--- src/rtl/chan_pkg.sv ---
package chan_pkg;

    typedef enum logic [1:0] {
        ST_TABLE = 2'd0,
        ST_CTRL  = 2'd1,
        ST_AWORD = 2'd2
    } chan_state_e;

    typedef enum logic [1:0] {
        CMD_NONE  = 2'd0,
        CMD_READ  = 2'd1,
        CMD_WRITE = 2'd2,
        CMD_TABLE = 2'd3
    } chan_cmd_e;

    function automatic chan_cmd_e aword_cmd(input logic order);
        return order ? CMD_WRITE : CMD_READ;
    endfunction

endpackage

--- src/rtl/chan_svc_latch.sv ---
module chan_svc_latch #(
    parameter int NDEV = 8,
    localparam int IW = $clog2(NDEV)
) (
    input  logic            clk,
    input  logic            rst,
    input  logic [NDEV-1:0] dev_req,
    input  logic            done_in,
    input  logic            poll_in,
    output logic            poll_out,
    output logic            busy,
    output logic            load,
    output logic            done_rise,
    output logic [IW-1:0]   pick,
    output logic [IW-1:0]   dev_sel
);
    logic done_q;
    logic found;
    logic release_now;

    always_comb begin
        pick  = '0;
        found = 1'b0;
        for (int i = 0; i < NDEV; i++) begin
            if (dev_req[i] && !found) begin
                pick  = IW'(i);
                found = 1'b1;
            end
        end
    end

    assign load        = !busy && found;
    assign release_now = busy && done_q && !done_in;
    assign done_rise   = busy && done_in && !done_q;
    assign poll_out    = poll_in && !busy;

    always_ff @(posedge clk) begin
        if (rst) begin
            busy    <= 1'b0;
            done_q  <= 1'b0;
            dev_sel <= '0;
        end else begin
            done_q <= done_in;
            if (release_now) begin
                busy <= 1'b0;
            end else if (load) begin
                busy    <= 1'b1;
                dev_sel <= pick;
            end
        end
    end
endmodule

--- src/rtl/chan_ctx_store.sv ---
module chan_ctx_store
    import chan_pkg::*;
#(
    parameter int NDEV = 8,
    parameter int DW   = 16,
    localparam int IW  = $clog2(NDEV)
) (
    input  logic        clk,
    input  logic        rst,
    input  logic        we,
    input  logic [IW-1:0] widx,
    input  chan_state_e wstate,
    input  logic [DW-1:0] waddr,
    input  logic        worder,
    input  logic [IW-1:0] ridx,
    output chan_state_e rstate,
    output logic [DW-1:0] raddr,
    output logic        rorder
);
    chan_state_e   st_mem [NDEV];
    logic [DW-1:0] ad_mem [NDEV];
    logic          od_mem [NDEV];

    for (genvar g = 0; g < NDEV; g++) begin : g_slot
        always_ff @(posedge clk) begin
            if (rst) begin
                st_mem[g] <= ST_TABLE;
                ad_mem[g] <= '0;
                od_mem[g] <= 1'b0;
            end else if (we && widx == IW'(g)) begin
                st_mem[g] <= wstate;
                ad_mem[g] <= waddr;
                od_mem[g] <= worder;
            end
        end
    end

    assign rstate = st_mem[ridx];
    assign raddr  = ad_mem[ridx];
    assign rorder = od_mem[ridx];
endmodule

--- src/rtl/chan_xfer_unit.sv ---
module chan_xfer_unit
    import chan_pkg::*;
#(
    parameter int NDEV = 8,
    parameter int DW   = 16,
    localparam int IW  = $clog2(NDEV)
) (
    input  logic          clk,
    input  logic          rst,
    input  logic          busy,
    input  logic          load,
    input  logic          done_rise,
    input  logic [IW-1:0] dev_sel,
    input  chan_state_e   ld_state,
    input  logic [DW-1:0] ld_addr,
    input  logic          ld_order,
    input  logic [DW-1:0] data_in,
    output logic          wb_en,
    output chan_state_e   wb_state,
    output logic [DW-1:0] wb_addr,
    output logic          wb_order,
    output logic          xfer_valid,
    output chan_cmd_e     xfer_cmd,
    output logic [DW-1:0] xfer_addr
);
    chan_state_e   state_r;
    logic [DW-1:0] addr_r;
    logic          order_r;
    logic          served;

    always_ff @(posedge clk) begin
        if (rst) begin
            state_r <= ST_TABLE;
            addr_r  <= '0;
            order_r <= 1'b0;
            served  <= 1'b0;
        end else if (load) begin
            state_r <= ld_state;
            addr_r  <= ld_addr;
            order_r <= ld_order;
            served  <= 1'b0;
        end else if (done_rise) begin
            served  <= 1'b1;
        end
    end

    assign xfer_valid = busy && !served;
    assign wb_en      = done_rise;

    always_comb begin
        xfer_cmd  = CMD_NONE;
        xfer_addr = '0;
        if (xfer_valid) begin
            unique case (state_r)
                ST_CTRL: begin
                    xfer_cmd  = CMD_READ;
                    xfer_addr = addr_r;
                end
                ST_AWORD: begin
                    xfer_cmd  = aword_cmd(order_r);
                    xfer_addr = addr_r;
                end
                default: begin
                    xfer_cmd  = CMD_TABLE;
                    xfer_addr = DW'(dev_sel) << 2;
                end
            endcase
        end
    end

    always_comb begin
        wb_order = order_r;
        unique case (state_r)
            ST_CTRL: begin
                wb_state = ST_AWORD;
                wb_addr  = addr_r + 1'b1;
                wb_order = data_in[DW-1];
            end
            ST_AWORD: begin
                wb_state = ST_CTRL;
                wb_addr  = addr_r + 1'b1;
            end
            default: begin
                wb_state = ST_CTRL;
                wb_addr  = data_in;
            end
        endcase
    end
endmodule

--- src/rtl/chan_ctx_ctrl.sv ---
module chan_ctx_ctrl
    import chan_pkg::*;
#(
    parameter int NDEV = 8,
    parameter int DW   = 16,
    localparam int IW  = $clog2(NDEV)
) (
    input  logic            clk,
    input  logic            rst,
    input  logic [NDEV-1:0] dev_req,
    input  logic            poll_in,
    output logic            poll_out,
    input  logic            done_in,
    input  logic [DW-1:0]   data_in,
    output logic            busy,
    output logic [IW-1:0]   dev_id,
    output logic            xfer_valid,
    output logic [1:0]      xfer_cmd,
    output logic [DW-1:0]   xfer_addr
);
    logic          load, done_rise;
    logic [IW-1:0] pick;
    chan_state_e   rd_state, wb_state;
    logic [DW-1:0] rd_addr, wb_addr;
    logic          rd_order, wb_order, wb_en;
    chan_cmd_e     cmd_e;

    chan_svc_latch #(.NDEV(NDEV)) u_latch (
        .clk(clk), .rst(rst), .dev_req(dev_req), .done_in(done_in),
        .poll_in(poll_in), .poll_out(poll_out), .busy(busy),
        .load(load), .done_rise(done_rise), .pick(pick), .dev_sel(dev_id)
    );

    chan_ctx_store #(.NDEV(NDEV), .DW(DW)) u_store (
        .clk(clk), .rst(rst), .we(wb_en), .widx(dev_id),
        .wstate(wb_state), .waddr(wb_addr), .worder(wb_order),
        .ridx(pick), .rstate(rd_state), .raddr(rd_addr), .rorder(rd_order)
    );

    chan_xfer_unit #(.NDEV(NDEV), .DW(DW)) u_xfer (
        .clk(clk), .rst(rst), .busy(busy), .load(load), .done_rise(done_rise),
        .dev_sel(dev_id), .ld_state(rd_state), .ld_addr(rd_addr),
        .ld_order(rd_order), .data_in(data_in), .wb_en(wb_en),
        .wb_state(wb_state), .wb_addr(wb_addr), .wb_order(wb_order),
        .xfer_valid(xfer_valid), .xfer_cmd(cmd_e), .xfer_addr(xfer_addr)
    );

    assign xfer_cmd = cmd_e;
endmodule

--- config.mk ---
export PLATFORM = sky130hd
export DESIGN_NAME = chan_ctx_ctrl
export DESIGN_NICKNAME = d
export VERILOG_FILES = /design/src/rtl/chan_pkg.sv /design/src/rtl/chan_svc_latch.sv /design/src/rtl/chan_ctx_store.sv /design/src/rtl/chan_xfer_unit.sv /design/src/rtl/chan_ctx_ctrl.sv
export SDC_FILE = /design/constraint.sdc
export NUM_CORES = 1
export LEC_CHECK = 0
export BUFFER_PORTS_ARGS = -buffer_cell sky130_fd_sc_hd__buf_4
export CORE_MARGIN = 2
export CORE_UTILIZATION = 30
export CTS_CLUSTER_SIZE = 25
export DETAILED_ROUTE_END_ITERATION = 16
export PLACE_DENSITY = 0.46
export REMOVE_ABC_BUFFERS = 1
export SYNTH_ARGS = -nofsm -noshare
export SYNTH_HDL_FRONTEND = slang
export SYNTH_SLANG_ARGS = --single-unit
export TNS_END_PERCENT = 30
--- constraint.sdc ---
create_clock -name clk -period 2.7 [get_ports clk]
set_input_delay 0.135 -clock clk [delete_from_list [all_inputs] [get_ports clk]]
set_output_delay 0.135 -clock clk [all_outputs]
set_load 0.01 [all_outputs]
## After elaboration in Yosys (flattened, before gate mapping)

Memory sizes are Yosys's and may differ from the RTL's. A register that Yosys moved wholly into a read port is not among the register bits.
Cells that the tools add are included.

- Add/subtract/negate cells: 1
- Eq/ne operators: 9
- Mux-type cells: 73
- Bitwise gates (word level): 25
- Reductions and logical operators: 38

Operators by type and width:

| kind | number |
|---|---|
| two-way mux 16 bit | 11 |
| two-way mux 1 bit | 44 |
| two-way mux 2 bit | 13 |
| bitwise OR 1 bit | 24 |
| logical AND 1 bit | 22 |
| adder 16 x 1 -> 16 bit, second input constant | 1 |
| equality test 3 bit, second input constant | 4 |
| two-way mux 3 bit | 4 |
| logical NOT 1 bit | 11 |
| equality test 3 x 2 -> 1 bit, second input constant | 2 |
| OR reduction 2 bit | 3 |
| one-hot mux 2 bit (2 select lines) | 1 |
| equality test 3 x 1 -> 1 bit, second input constant | 1 |
| logical NOT 3 bit | 1 |
| equality test 2 x 1 -> 1 bit, second input constant | 1 |
| equality test 2 bit, second input constant | 1 |
| AND reduction 2 bit | 1 |
| inverter 1 bit | 1 |

- Bits in registers: 6
- Memory bits (writable): 152
- Input port bits: 28
- Logic and storage cells: 153
- Memories kept: 3

Memories:

| name | depth | bits a word | rd ports | clocked after memory_dff | write ports | RTL line | text |
|---|---|---|---|---|---|---|---|
| u_store.ad_mem | 8 | 16 | 1 | 1 | 8 | chan_ctx_store.sv:21 | `logic [DW-1:0] ad_mem [NDEV];` |
| u_store.st_mem | 8 | 2 | 1 | 1 | 8 | chan_ctx_store.sv:20 | `chan_state_e st_mem [NDEV];` |
| u_store.od_mem | 8 | 1 | 1 | 1 | 8 | chan_ctx_store.sv:22 | `logic od_mem [NDEV];` |

## Depth between registers and ports, before layout

Gate-level depths: netlist of run 1.

- Depth in word-level cells: 24
- Mapped depth: 9
- Depth with buffers taken out: 7

## Modules after synthesis

A second synthesis of run 1 with hierarchy kept.

- Cell total of the unflattened synthesis: 655
- Area, all modules: 8,819.7 µm²

Modules (own cells, without submodules):

| module | times used | cells an instance | area each (µm²) |
|---|---|---|---|
| chan_ctx_store | 1 | 440 | 7,098.1 |
| chan_xfer_unit | 1 | 178 | 1,403.8 |
| chan_svc_latch | 1 | 37 | 317.8 |

## Worst setup path before layout of run 1

OpenSTA, ideal clock, no wires.

- Path type: reg2reg
- Start: register u_latch.busy
- End: memory u_store.ad_mem[4][0] (enable)
- Arrival time: 2.250 ns
- Data required time: 2.275 ns
- Slack: 0.025 ns
- Stages on the path, launching flop included: 4
- Cells stage by stage: dfxtp_1 and3_1 nand2_1 o31ai_1

RTL lines:

| what | RTL line | text |
|---|---|---|
| start: declaration | chan_svc_latch.sv:11 | `output logic busy,` |
| start signal: assignment | chan_svc_latch.sv:39 | `busy <= 1'b0;` |
| start signal: assignment | chan_svc_latch.sv:45 | `busy <= 1'b0;` |
| start signal: assignment | chan_svc_latch.sv:47 | `busy <= 1'b1;` |
| end: declaration | chan_ctx_store.sv:21 |  |

## Worst setup path in the final report of run 1

- Start: register u_xfer.state_r[0], read port of u_store.st_mem
- End: output xfer_addr[15]

- Cells in the longest elaborated chain, start to end: 4
- Elaborated cells between the ends (all ways): 5

RTL lines:

| what | RTL line | text |
|---|---|---|
| start: declaration | chan_xfer_unit.sv:26 | `chan_state_e state_r;` |
| equality test 2 x 1 -> 1 bit / equality test 2 bit (equally long branches) | chan_xfer_unit.sv:54 | `unique case (state_r)` |
| OR reduction 2 bit (no source line) * | n/a |  |
| two-way mux 16 bit * | chan_xfer_unit.sv:54 |  |
| two-way mux 16 bit * | chan_xfer_unit.sv:53 | `if (xfer_valid) begin` |
| end: declaration | chan_ctx_ctrl.sv:19 | `output logic [DW-1:0] xfer_addr` |

Every way passes the cells marked *; elsewhere a longest branch is shown, timed or not.

==> results of run 1 <==
kinds of logic (layout without fill, tap and decap cells):
family | Yosys count | in the layout
and+or+nand+nor | 312 | 312
AOI/OAI and AO/OA | 105 | 105
buffers and inverters | 49 | 147
xor gates and xnor gates | 13 | 13
muxes | 66 | 66
adders and majority gates | 3 | 3
DFF | 177 | 177
per-stage QoR:
step	power (µW)	setup WS, ns
2_1_floorplan	3580	-0.203
5_1_grt	6630	0.340
3_3_place_gp	3960	0.535
6_report	6420	0.471
4_1_cts	6460	0.441
3_5_place_dp	3970	0.508
where the power goes:
| group | leakage [µW] | total, µW | internal (µW) | switching (µW) |
|---|---|---|---|---|
| sequential | 0.00178 | 3150 | 3080 | 65.0 |
| clock | 0.000286 | 2510 | 1380 | 1130 |
| combinational | 0.00190 | 763 | 275 | 488 |
final cells by class:
type,count,area (µm²)
Fill cell,2625,16900
Sequential cell,177,5060
Multi-Input combinational cell,499,2890
Timing Repair Buffer,106,863
Clock buffer,18,429
Tap cell,341,427
Clock inverter,14,156
Inverter,9,33.8
synthesized netlist by cell type, types with 4 or more instances:
cell type	number	area (µm²)
sky130_fd_sc_hd__xnor2_1	6	52.6
sky130_fd_sc_hd__nor4_1	4	25.0
sky130_fd_sc_hd__a22oi_1	6	45.0
sky130_fd_sc_hd__xor2_1	7	61.3
sky130_fd_sc_hd__buf_2	9	45.0
sky130_fd_sc_hd__a211o_1	15	131
sky130_fd_sc_hd__nor2b_1	6	37.5
sky130_fd_sc_hd__nor3_1	9	45.0
sky130_fd_sc_hd__a21o_1	4	30.0
sky130_fd_sc_hd__nand3_1	6	30.0
sky130_fd_sc_hd__mux2_2	8	90.1
sky130_fd_sc_hd__nor2_1	182	683
sky130_fd_sc_hd__o22ai_1	16	100
sky130_fd_sc_hd__o21ai_1	6	30.0
sky130_fd_sc_hd__nand2b_1	4	25.0
sky130_fd_sc_hd__and3_1	5	31.3
sky130_fd_sc_hd__dfxtp_1	25	500
sky130_fd_sc_hd__and2_1	13	81.3
sky130_fd_sc_hd__nand2_1	67	251
sky130_fd_sc_hd__clkbuf_1	24	90.1
sky130_fd_sc_hd__o21ai_0	14	70.1
sky130_fd_sc_hd__nand4_1	7	43.8
sky130_fd_sc_hd__a21oi_1	29	145
sky130_fd_sc_hd__mux2i_1	54	541
sky130_fd_sc_hd__buf_4	4	30.0
sky130_fd_sc_hd__inv_1	7	26.3
sky130_fd_sc_hd__edfxtp_1	152	4560
registers in the layout, indices dropped and copies added, names as in the netlist, 2 cells and up:
name	cells
u_latch.dev_sel	3
u_store.ad_mem	128
u_store.od_mem	8
u_store.st_mem	16
u_xfer.addr_r	16
u_xfer.state_r	2
worst paths after layout:
path                                        from                             endpoint  slack [ns]
setup / recovery  u_xfer.state_r[0]$_SDFFE_PP0P_                        xfer_addr[15]        0.47
hold / removal                       data_in[12]  u_store.ad_mem[5][12]$_SDFFCE_PN0P_        0.07
setup reg to reg  u_xfer.state_r[0]$_SDFFE_PP0P_   u_store.ad_mem[4][0]$_SDFFCE_PN0P_        0.62
hold reg to reg   u_xfer.state_r[1]$_SDFFE_PP0P_       u_xfer.state_r[1]$_SDFFE_PP0P_        0.51
per-layer routing:
metal	global-route usage (%)	routed length, µm	up-vias
met3	3.51	1340	31
met2	30.8	12600	184
met5	0	0	-
met1	26.8	12200	2984
met4	4.87	407	0
li1	-	-	2758
layout by cell type (no fill, tap or decap), drive strengths merged, types with 3 or more instances in the layout:
master,netlist,layout
mux2i,54,54
clkbuf,24,18
nand2,67,67
a22oi,6,6
a21oi,29,29
xor2,7,7
nor3,10,10
a221oi,3,3
mux2,12,12
dfxtp,25,25
a21o,4,4
or3,3,3
and2,13,13
nand2b,4,4
o22ai,16,16
nor4,5,5
nand3,6,6
nor2,182,182
inv,8,12
ha,3,3
clkinv,1,8
and3,5,5
nand4,7,7
xnor2,6,6
nor2b,6,6
a211o,15,15
edfxtp,152,152
o21ai,20,20
buf,16,104
a31oi,4,4
what timing repair did:
action / 4_1_cts / 5_1_grt
endpoints found under the setup margin: 0 / 0
gates resized for setup: 0 / 0
hold buffers: 2 / 0
endpoints found under the hold margin: 2 / 0
setup buffers: 0 / 0
tightest hold or removal path, stage by stage:
cell,delay (ns)
sky130_fd_sc_hd__buf_4,0.08
sky130_fd_sc_hd__nor2b_1,0.05
sky130_fd_sc_hd__nor3_1,0.12
==> qor_table.md, run 1 <==
| Group | Quantity | This run |
| --- | --- | --- |
| outcome | Outcome | completed |
| routing | Sum of routed wire length over all layers | 26500 µm |
| routing | Total vias in the final route | 5957 |
| critical path | Kind of launch point of the worst setup path | flip-flop |
| timing | Final setup violation count | 0 |
| synthesis | Part of the Yosys area used for sequential elements | 62.0% |
| timing | Period minus WS final | 2.23 ns |
| hold path | Worst min-delay path class | input pin to flip-flop |
| synthesis | Adder and majority cell fraction of the synthesized area | 0.460% |
| critical path | Worst path buffer plus inverter count | 4 |
| global route | Number of antenna violations at the first check in global routing | 0 |
| critical path | Classification of the worst setup path | flip-flop to primary output |
| critical path | Cell count of the worst reg-to-reg path | 6 |
| clock tree | CTS tree | built |
| timing | Post-route fraction of the period consumed by the critical path | 82.6% |
| critical path | Critical path endpoint category | primary output |
| synthesis | Compound-Gate Fraction of Synth Area | 8.48% |
| critical path | Largest stage delay, worst path | 0.36 ns |
| placed design | Buffers added on ports | 51 |
| timing | Largest clock skew in the final design | 0.0109 ns |
| flow run | Number of max-capacitance violations reported | 0 |
| routing | Post-detailed-route via-to-cell ratio | 5.12 |
| placed design | DP Area | 9260 µm² |
| routing | Residual antenna-violating net count after detailed routing | 0 |
| floorplanning | Die area | 28500 µm² |
| pwr | Maximum vdd drop | 0.000309 V |
| synthesis | Area fraction in and, or, nand and nor cells after synthesis | 16.4% |
| critical path | Library cell contributing the largest single delay on the critical path | sky130_fd_sc_hd__dfxtp_1 |
| synthesis | Area of the mapped netlist | 8160 µm² |
| timing | Highest attainable clock frequency | 0.449 GHz |
| floorplanning | Height of the chip | 169 µm |
| clock tree | CTS root buffer | sky130_fd_sc_hd__clkbuf_16 |
| synthesis | EDFF count, synth | 152 |
| critical path | Most used cell, CP | sky130_fd_sc_hd__buf_4 |
| clock tree | Insertion delay of the later-clocked pin in the worst-skew pair | 0.44 ns |
| placed design | Placer congestion estimate | 0.842 |
| layout | Final #Nets | 841 |
| layout | Final standard cell utilization of the core | 36.8% |
| synthesis | Post-synthesis mux area share | 8.37% |
| critical path | Critical Path, Cell by Cell | inv_1 -> ha_1 -> buf_12 -> nor2_1 -> buf_4 -> and2_1 -> buf_4 |
| layout | Fraction of final layout cells sized beyond drive strength 1 | 18.8% |
| clock tree | Number of sinks on the clock net | 177 |
| timing | Worst slew margin relative to its limit | 43.5% |
| clock tree | Clock slew seen by the registers of the worst setup and hold paths | 0.07 ns |
| floorplanning | Width of the die | 169 µm |
| critical path | CP Data Arrival Time | 2.09 ns |
| critical path | Crit. path cell count | 7 |
| synthesis | Synthesized-area fraction occupied by xor and xnor cells | 1.39% |
| timing | Setup repair after global routing missed its margin | false |
| synthesis | Yosys cell types | 51 |
| synthesis | Number of warnings reported in the yosys synthesis log | 0 |
| global route | Global-route wire length before repair | 39200 µm |
| pwr | Leakage dissipation | 0.00397 µW |
| synthesis | Ys flop type | sky130_fd_sc_hd__edfxtp_1 |
| hold path | Number of cells on the worst hold path | 3 |
| critical path | Crit path max fanout | 36 |
| floorplanning | Core Rows | 60 |
| critical path | Cell family with the largest share of critical-path delay | buffers and inverters |
| timing | Number of endpoints with negative hold slack in the final report | 0 |
| routing | DR pass1 iterations | 5 |
| synthesis | Average footprint of a synthesized cell | 11.3 µm² |
| pwr | Power density over the cells | 651 nW/µm² |
| floorplanning | Core region area | 26800 µm² |
| critical path | Critical path required time | 2.57 ns |
| global route | Number of global-route vias before repair | 6079 |
| layout | Post-synthesis to final-layout area growth | 20.8% |
| placed design | Cell count after placement | 1130 |
| global route | Total congestion overflow | 0 |
| global route | Pin count of the biggest net entering global routing | 38 |
| synthesis | Flop and latch count out of synthesis | 177 |
| clock tree | Maximum clock insertion buffer count | 2 |
| timing | Total count of max-transition violations in the final report | 0 |
| global route | Total Routing Usage GR | 19.2% |
| synthesis | Dominant combinational cell family by area after synthesis | simple AND/OR/NAND/NOR gates |
| layout | ANT cells | 0 |
| placed design | Detail Placement HPWL | 17600 µm |
| synthesis | Async set-reset flop share out of synthesis | 0% |
| clock tree | Total CTS buffers | 17 |
| timing | Worst-margin pin slew | 0.847 ns |
| floorplanning | I/O Pins | 52 |
| timing | Summed negative setup slack over all endpoints | 0 ns |
| routing | Post-route DRC violation count | 0 |
| routing | Number of DRC markers after the initial detailed-route iteration | 493 |
| floorplanning | Starting Density | 30.5% |
| layout | Final cell area excluding filler cells | 9860 µm² |
| synthesis | Number of standard cells after synthesis | 725 |
| clock tree | Count of H-tree levels built during CTS | 4 |
| routing | DR WL/cell | 22.8 µm |
| timing | Worst Hold Margin | 0.0748 ns |
| layout | Layout Cells excl Fill | 1164 |
Power figures use the tool's default switching activity.
==> run 2: changes to the inputs <==
==> constraint.sdc (replaced) <==
create_clock -name clk -period 2 [get_ports clk]
set_input_delay 0.1 -clock clk [delete_from_list [all_inputs] [get_ports clk]]
set_output_delay 0.1 -clock clk [all_outputs]
set_load 0.01 [all_outputs]
==> qor_table.md, run 2 (synthesis results as in run 1) <==
| Group | Quantity | This run |
| --- | --- | --- |
| outcome | Outcome | completed |
| pwr | Logic gate share of total power | 14.0% |
| placed design | Placer congestion estimate | 0.832 |
| global route | Total Routing Usage GR | 19.2% |
| critical path | Critical path endpoint category | flip-flop |
| pwr | P_sw | 2300 µW |
| placed design | Buffers added on ports | 51 |
| clock tree | CTS tree | built |
| global route | Pin count of the biggest net entering global routing | 27 |
| clock tree | Number of sinks on the clock net | 177 |
| critical path | Cell count of the worst reg-to-reg path | 9 |
| hold path | Worst min-delay path class | input pin to flip-flop |
| clock tree | Count of H-tree levels built during CTS | 4 |
| routing | Met2 Wirelength | 12700 µm |
| hold path | Number of cells on the worst hold path | 3 |
| layout | Fraction of final layout cells sized beyond drive strength 1 | 26.5% |
| flow run | Number of max-capacitance violations reported | 0 |
| timing | Worst Slack Setup Final | 0.0426 ns |
| routing | DR WL/cell | 21.9 µm |
| clock tree | CTS root buffer | sky130_fd_sc_hd__clkbuf_16 |
| clock tree | Clock slew seen by the registers of the worst setup and hold paths | 0.08 ns |
| layout | Multi-input gate area | 2990 µm² |
| routing | Routed length on met1 | 11600 µm |
| floorplanning | Die area | 28500 µm² |
| timing | Setup repair after global routing missed its margin | true |
| layout | Largest register FFs | 128 |
| floorplanning | Height of the chip | 169 µm |
| placed design | Detail Placement HPWL | 17500 µm |
| critical path | Classification of the worst setup path | flip-flop to flip-flop |
| routing | Residual antenna-violating net count after detailed routing | 0 |
| pwr | Internal | 6550 µW |
| routing | Total vias in the final route | 6278 |
| floorplanning | I/O Pins | 52 |
| timing | Total count of max-transition violations in the final report | 0 |
| pwr | Fraction of power consumed by the clock network | 38.1% |
| timing | Worst-margin pin slew | 0.434 ns |
| placed design | Worst-case setup slack after placement | -0.220 ns |
| layout | Most used cells in the layout excluding fill and tap cells | sky130_fd_sc_hd__nor2_1 (175), sky130_fd_sc_hd__edfxtp_1 (152), sky130_fd_sc_hd__buf_4 (140) |
| routing | Top layer reached by signal wires | met4 |
| routing | Sum of routed wire length over all layers | 26700 µm |
| layout | Post-synthesis to final-layout area growth | 28.5% |
| floorplanning | Width of the die | 169 µm |
| routing | Post-detailed-route via-to-cell ratio | 5.16 |
| layout | Register with the most flip-flops | u_store.ad_mem |
| critical path | Crit path max fanout | 8 |
| routing | Routed length on met3 | 1990 µm |
| timing | Final setup violation count | 0 |
| layout | Commonest non-fill, non-tap cell in the layout | sky130_fd_sc_hd__nor2_1 |
| routing | DR pass1 iterations | 5 |
| pwr | Leakage dissipation | 0.00429 µW |
| layout | ANT cells | 0 |
| timing | Number of endpoints with negative hold slack in the final report | 0 |
| floorplanning | Core Rows | 60 |
| timing | Worst slew margin relative to its limit | 70.9% |
| clock tree | Maximum clock insertion buffer count | 2 |
| timing | Largest clock skew in the final design | 0.0156 ns |
| clock tree | Insertion delay of the later-clocked pin in the worst-skew pair | 0.44 ns |
| layout | Final standard cell utilization of the core | 39.1% |
| layout | Fillcell total | 2624 |
| critical path | CP Data Arrival Time | 2.13 ns |
| global route | Total congestion overflow | 0 |
| placed design | DP Area | 9660 µm² |
| routing | Number of DRC markers after the initial detailed-route iteration | 559 |
| layout | Largest registers | u_store.ad_mem (128), u_store.st_mem (16), u_xfer.addr_r (16) |
| pwr | Power density over the cells | 844 nW/µm² |
| clock tree | Total CTS buffers | 17 |
| pwr | Proportion of total power due to net switching | 26.0% |
| floorplanning | Core region area | 26800 µm² |
| global route | Number of global-route vias before repair | 6248 |
| layout | Final cell area excluding filler cells | 10500 µm² |
| pwr | Maximum vdd drop | 0.000466 V |
| floorplanning | Starting Density | 30.5% |
| critical path | Critical path required time | 2.17 ns |
| timing | Worst Hold Margin | 0.0360 ns |
| critical path | Kind of launch point of the worst setup path | flip-flop |
| layout | Final #Nets | 893 |
| global route | Number of antenna violations at the first check in global routing | 0 |
| pwr | Part of the total power dissipated in sequential elements | 47.8% |
| routing | Post-route DRC violation count | 0 |
| timing | Post-route fraction of the period consumed by the critical path | 97.9% |
| layout | Total area of sequential cells | 5070 µm² |
| timing | Period minus WS final | 1.96 ns |
| global route | Global-route wire length before repair | 39500 µm |
| timing | Highest attainable clock frequency | 0.511 GHz |
==> run 2: changes by cell type in the layout (fill, tap and decap cells not counted), moves of 2 or more <==
cell,before,now
sky130_fd_sc_hd__a21o_1,3,1
sky130_fd_sc_hd__a21o_2,1,3
sky130_fd_sc_hd__and2_1,13,9
sky130_fd_sc_hd__and2_4,0,3
sky130_fd_sc_hd__buf_12,5,13
sky130_fd_sc_hd__buf_4,99,140
sky130_fd_sc_hd__clkinv_4,4,2
sky130_fd_sc_hd__dfxtp_1,25,21
sky130_fd_sc_hd__dfxtp_2,0,4
sky130_fd_sc_hd__nor2_1,182,175
sky130_fd_sc_hd__nor2_2,0,6
sky130_fd_sc_hd__nor4_1,4,2
==> run 2: through the flow <==
stage               std cells  total power [µW]  setup TNS, ns
finish                   1216              8850              0
global route             1216              9160         -0.580
CTS                      1212              8900       -0.00656
detailed placement       1170              5450          -1.69
global placement         1170              5440          -2.04
floorplan                 685              4830         -55.98
==> run 2: layout make-up <==
type	instances	share of cell area, %
Timing Repair Buffer	158	13.2
Sequential cell	177	48.3
Tap cell	341	4.07
Multi-Input combinational cell	499	28.5
Inverter	9	0.322
Clock inverter	13	1.43
Clock buffer	19	4.13
==> run 2: final timing paths <==
path                                                     from                             endpoint  slack (ns)
worst max-delay path            u_xfer.addr_r[7]$_SDFFE_PP0P_  u_store.ad_mem[7][15]$_SDFFCE_PN0P_        0.04
worst min-delay path                              data_in[14]  u_store.ad_mem[6][14]$_SDFFCE_PN0P_        0.04
worst max register to register  u_xfer.addr_r[7]$_SDFFE_PP0P_  u_store.ad_mem[7][15]$_SDFFCE_PN0P_        0.04
worst min register to register     u_xfer.served$_SDFFE_PP0P_           u_xfer.served$_SDFFE_PP0P_        0.51
==> run 2: what timing repair did <==
action	4_1_cts	5_1_grt
gates cloned	2	0
pin swaps	1	6
hold buffers	3	0
buffers inserted	5	4
hold endpoints to repair	7	0
gates resized for setup	15	19
endpoints found under the setup margin	22	97
==> run 2: critical path, cell delays in order, from the launching register on <==
cell and delay [ns]:
sky130_fd_sc_hd__dfxtp_2 0.35, sky130_fd_sc_hd__nand4_1 0.16, sky130_fd_sc_hd__buf_4 0.19, sky130_fd_sc_hd__nor4_4 0.31, sky130_fd_sc_hd__buf_4 0.17, sky130_fd_sc_hd__xnor2_2 0.10, sky130_fd_sc_hd__nor2_1 0.06, sky130_fd_sc_hd__a21oi_1 0.12
sky130_fd_sc_hd__buf_4 0.19, sky130_fd_sc_hd__nor2_1 0.05
==> run 2: power by group through the flow <==
stage          logic (µW)  clock network (µW)  registers (µW)
2_1_floorplan         520                   0            4310
3_3_place_gp         1130                   0            4300
3_5_place_dp         1140                   0            4310
4_1_cts              1230                3440            4230
5_1_grt              1340                3580            4250
6_report             1240                3380            4230
==> run 2: per-layer routing <==
metal,GRT usage (%),vias up
li1,-,2880
met1,26.2,3129
met2,31.2,240
met3,3.79,29
met4,5.10,0
met5,0,-
==> run 3: changes to the inputs <==
--- a/config.mk
+++ b/config.mk
@@ -5,6 +5,7 @@
 export SDC_FILE = /design/constraint.sdc
 export NUM_CORES = 1
 export LEC_CHECK = 0
+export ABC_AREA = 1
 export BUFFER_PORTS_ARGS = -buffer_cell sky130_fd_sc_hd__buf_4
 export CORE_MARGIN = 2
 export CORE_UTILIZATION = 30
==> qor_table.md, run 3 <==
| Group | Quantity | This run |
| --- | --- | --- |
| outcome | Outcome | completed |
| synthesis | Ys flop type | sky130_fd_sc_hd__edfxtp_1 |
| pwr | Leakage dissipation | 0.00470 µW |
| layout | Post-synthesis to final-layout area growth | 23.9% |
| placed design | Placer congestion estimate | 0.805 |
| floorplanning | Starting Density | 30.4% |
| clock tree | Maximum clock insertion buffer count | 2 |
| pwr | P_sw | 2560 µW |
| floorplanning | Core Rows | 63 |
| synthesis | Yosys cell types | 37 |
| pwr | Fraction of power consumed by the clock network | 37.2% |
| critical path | Classification of the worst setup path | flip-flop to primary output |
| routing | Post-route DRC violation count | 0 |
| clock tree | CTS root buffer | sky130_fd_sc_hd__clkbuf_16 |
| critical path | Most used cell, CP | sky130_fd_sc_hd__buf_4 |
| timing | Total count of max-transition violations in the final report | 0 |
| critical path | Critical Path, Cell by Cell | inv_1 -> nor2_2 -> inv_2 -> buf_4 -> nor2_1 -> buf_4 |
| layout | Final cell area excluding filler cells | 11100 µm² |
| pwr | Proportion of total power due to net switching | 28.9% |
| critical path | CP Data Arrival Time | 1.86 ns |
| layout | Largest registers | u_store.ad_mem (128), u_store.st_mem (16), u_xfer.addr_r (16) |
| critical path | Last element of the critical path | xfer_addr[11] |
| floorplanning | Die area | 31300 µm² |
| critical path | Library cell contributing the largest single delay on the critical path | sky130_fd_sc_hd__dfxtp_1 |
| clock tree | Insertion delay of the later-clocked pin in the worst-skew pair | 0.44 ns |
| routing | Number of DRC markers after the initial detailed-route iteration | 622 |
| critical path | Startpoint of the lowest-slack register-to-register path | u_xfer.addr_r[1]$_SDFFE_PP0P_ |
| global route | Total Routing Usage GR | 19.3% |
| pwr | Part of the total power dissipated in sequential elements | 47.7% |
| layout | Commonest non-fill, non-tap cell in the layout | sky130_fd_sc_hd__nand3_1 |
| synthesis | Number of warnings reported in the yosys synthesis log | 0 |
| critical path | FF-to-FF setup slack | 0.07 ns |
| clock tree | CTS tree | built |
| hold path | Worst min-delay path class | input pin to flip-flop |
| timing | Final setup violation count | 0 |
| synthesis | Ranking of synthesized cells by instance count | sky130_fd_sc_hd__nand3_1 (200), sky130_fd_sc_hd__nand2_1 (195), sky130_fd_sc_hd__nor2_1 (156), sky130_fd_sc_hd__edfxtp_1 (152), sky130_fd_sc_hd__inv_1 (132) |
| placed design | Detail Placement HPWL | 18800 µm |
| floorplanning | Width of the die | 177 µm |
| critical path | Crit. path cell count | 6 |
| timing | Worst-margin pin slew | 0.727 ns |
| synthesis | Number of standard cells after synthesis | 1029 |
| critical path | Cell family with the largest share of critical-path delay | buffers and inverters |
| timing | Period minus WS final | 1.96 ns |
| critical path | Largest stage delay, worst path | 0.34 ns |
| layout | Fillcell total | 3013 |
| pwr | Logic gate share of total power | 15.1% |
| synthesis | Most frequent cell after synthesis | sky130_fd_sc_hd__nand3_1 |
| clock tree | Number of sinks on the clock net | 177 |
| floorplanning | I/O Pins | 52 |
| clock tree | Clock slew seen by the registers of the worst setup and hold paths | 0.08 ns |
| placed design | DP Area | 10300 µm² |
| layout | Fraction of final layout cells sized beyond drive strength 1 | 19.2% |
| layout | Largest register FFs | 128 |
| critical path | Critical path required time | 1.90 ns |
| synthesis | EDFF count, synth | 152 |
| placed design | Buffers added on ports | 51 |
| routing | Total vias in the final route | 7488 |
| synthesis | Area share of the largest cell type after synthesis | 51.0% |
| global route | Total congestion overflow | 0 |
| routing | DR WL/cell | 19.3 µm |
| timing | Worst slew margin relative to its limit | 51.4% |
| timing | Post-route fraction of the period consumed by the critical path | 97.9% |
| synthesis | Cell taking the most area after synthesis | sky130_fd_sc_hd__edfxtp_1 |
| pwr | Maximum vdd drop | 0.000592 V |
| pwr | Internal | 6300 µW |
| layout | Most used cells in the layout excluding fill and tap cells | sky130_fd_sc_hd__nand3_1 (198), sky130_fd_sc_hd__nand2_1 (191), sky130_fd_sc_hd__nor2_1 (152), sky130_fd_sc_hd__edfxtp_1 (152), sky130_fd_sc_hd__inv_1 (131) |
| synthesis | Async set-reset flop share out of synthesis | 0% |
| critical path | Worst reg2reg path endpoint | u_store.ad_mem[4][10]$_SDFFCE_PN0P_ |
| timing | Largest clock skew in the final design | 0.0130 ns |
| routing | Post-detailed-route via-to-cell ratio | 4.90 |
| timing | Highest attainable clock frequency | 0.511 GHz |
| floorplanning | Core region area | 29500 µm² |
| global route | Global-route wire length before repair | 43800 µm |
| flow run | Number of max-capacitance violations reported | 0 |
| synthesis | Area of the mapped netlist | 8960 µm² |
| critical path | Start point of the critical path | u_latch.busy$_SDFFE_PP0P_ |
| synthesis | Part of the Yosys area used for sequential elements | 56.6% |
| critical path | Cell count of the worst reg-to-reg path | 9 |
| synthesis | Top cells by area, synth | sky130_fd_sc_hd__edfxtp_1 (51%), sky130_fd_sc_hd__nand3_1 (11%), sky130_fd_sc_hd__nand2_1 (8.2%), sky130_fd_sc_hd__nor2_1 (6.5%), sky130_fd_sc_hd__dfxtp_1 (5.6%) |
| layout | ANT cells | 0 |
| routing | DR pass1 iterations | 5 |
| synthesis | Flop and latch count out of synthesis | 177 |
| pwr | Power density over the cells | 799 nW/µm² |
| pwr | Post-layout power | 8860 µW |
| critical path | Critical path endpoint category | primary output |
| layout | Final #Nets | 1156 |
| clock tree | Count of H-tree levels built during CTS | 4 |
| timing | Worst Hold Margin | 0.0206 ns |
| synthesis | Average footprint of a synthesized cell | 8.70 µm² |
| critical path | Worst path buffer plus inverter count | 4 |
| placed design | Cell count after placement | 1491 |
| clock tree | Total CTS buffers | 17 |
| global route | Pin count of the biggest net entering global routing | 53 |
| global route | Number of antenna violations at the first check in global routing | 0 |
| layout | Register with the most flip-flops | u_store.ad_mem |
| timing | Setup repair after global routing missed its margin | true |
| timing | Number of endpoints with negative hold slack in the final report | 0 |
| floorplanning | Height of the chip | 177 µm |
| critical path | Crit path max fanout | 10 |
| layout | Layout Cells excl Fill | 1528 |
| routing | Residual antenna-violating net count after detailed routing | 0 |
| routing | Sum of routed wire length over all layers | 29500 µm |
| global route | Number of global-route vias before repair | 7021 |
| critical path | Kind of launch point of the worst setup path | flip-flop |
==> run 3: changes by cell type after synthesis, moves of 11 or more <==
| cell | change |
|---|---|
| sky130_fd_sc_hd__nor2_1 | -26 |
| sky130_fd_sc_hd__a211o_1 | -15 |
| sky130_fd_sc_hd__mux2i_1 | -51 |
| sky130_fd_sc_hd__and2_1 | -13 |
| sky130_fd_sc_hd__nand3_1 | +194 |
| sky130_fd_sc_hd__buf_2 | +11 |
| sky130_fd_sc_hd__inv_1 | +125 |
| sky130_fd_sc_hd__nand2_1 | +128 |
| sky130_fd_sc_hd__o22ai_1 | -16 |
==> run 3: routing by layer <==
metal	global-route usage, %	up-vias	share of wire [%]
met5	0	-	0
met4	4.65	0	1.6
met3	3.14	35	5.9
met2	31.2	238	47
met1	27.0	3639	46
li1	-	3576	-
==> run 3: power by group through the flow <==
stage | clock (µW) | combinational (µW) | sequential (µW)
after CTS | 3340 | 1300 | 4220
after detailed placement | 0 | 1280 | 4310
after floorplan | 0 | 659 | 4300
after global routing | 3490 | 1460 | 4250
final | 3300 | 1330 | 4230
after global placement | 0 | 1280 | 4310
==> run 3: cell type report <==
| type | count | area (µm²) | area share [%] |
|---|---|---|---|
| inverter | 135 | 507 | 4.57 |
| clock buffer | 17 | 425 | 3.83 |
| tap | 390 | 488 | 4.40 |
| timing repair buffer | 133 | 1230 | 11.1 |
| sequential | 177 | 5070 | 45.7 |
| clock inverter | 15 | 141 | 1.27 |
| multi-input combinational | 661 | 3230 | 29.1 |
==> run 3: tightest hold or removal path, stage by stage <==
cell,delay (ns)
sky130_fd_sc_hd__buf_4,0.09
sky130_fd_sc_hd__nor2_2,0.04
sky130_fd_sc_hd__nand3_1,0.08
sky130_fd_sc_hd__o21ai_0,0.08
sky130_fd_sc_hd__inv_1,0.04
==> run 3: what timing repair did <==
| item | 4_1_cts | 5_1_grt |
|---|---|---|
| hold endpoints to repair | 3 | 0 |
| cloned | 0 | 1 |
| setup buffers | 0 | 2 |
| hold buffers | 2 | 0 |
| setup endpoints to repair | 16 | 73 |
| resized for setup | 9 | 24 |
| pin swaps | 1 | 12 |
==> run 3: cell families after synthesis <==
kind of cell             synth area share (%)
multiplexers                            0.838
XOR/XNOR                                0.489
AND/OR/NAND/NOR                          29.8
flip-flops                               56.6
buffers and inverters                    8.91
AO/OA/AOI/OAI                            2.99
adder cells (fa/ha/maj)                 0.419
==> run 3: stage by stage <==
stage          setup TNS (ns)  utilization (%)  setup WS [ns]
2_1_floorplan          -55.23                -          -1.16
5_1_grt                -0.124             37.6        -0.0322
3_3_place_gp                0             35.0         0.0332
6_report                    0             37.6         0.0420
4_1_cts               -0.0319             37.1        -0.0162
3_5_place_dp                0             35.0         0.0166
==> run 3: how the worst min path moves through the flow <==
stage / from / to / cells past startpoint
floorplan: rst / u_latch.done_q$_SDFF_PP0_ / 1
global route: data_in[8] / u_store.ad_mem[4][8]$_SDFFCE_PN0P_ / 3
detailed placement: rst / u_latch.done_q$_SDFF_PP0_ / 2
global placement: rst / u_latch.done_q$_SDFF_PP0_ / 2
CTS: dev_req[5] / u_latch.busy$_SDFFE_PP0P_ / 5
finish: dev_req[5] / u_latch.busy$_SDFFE_PP0P_ / 5
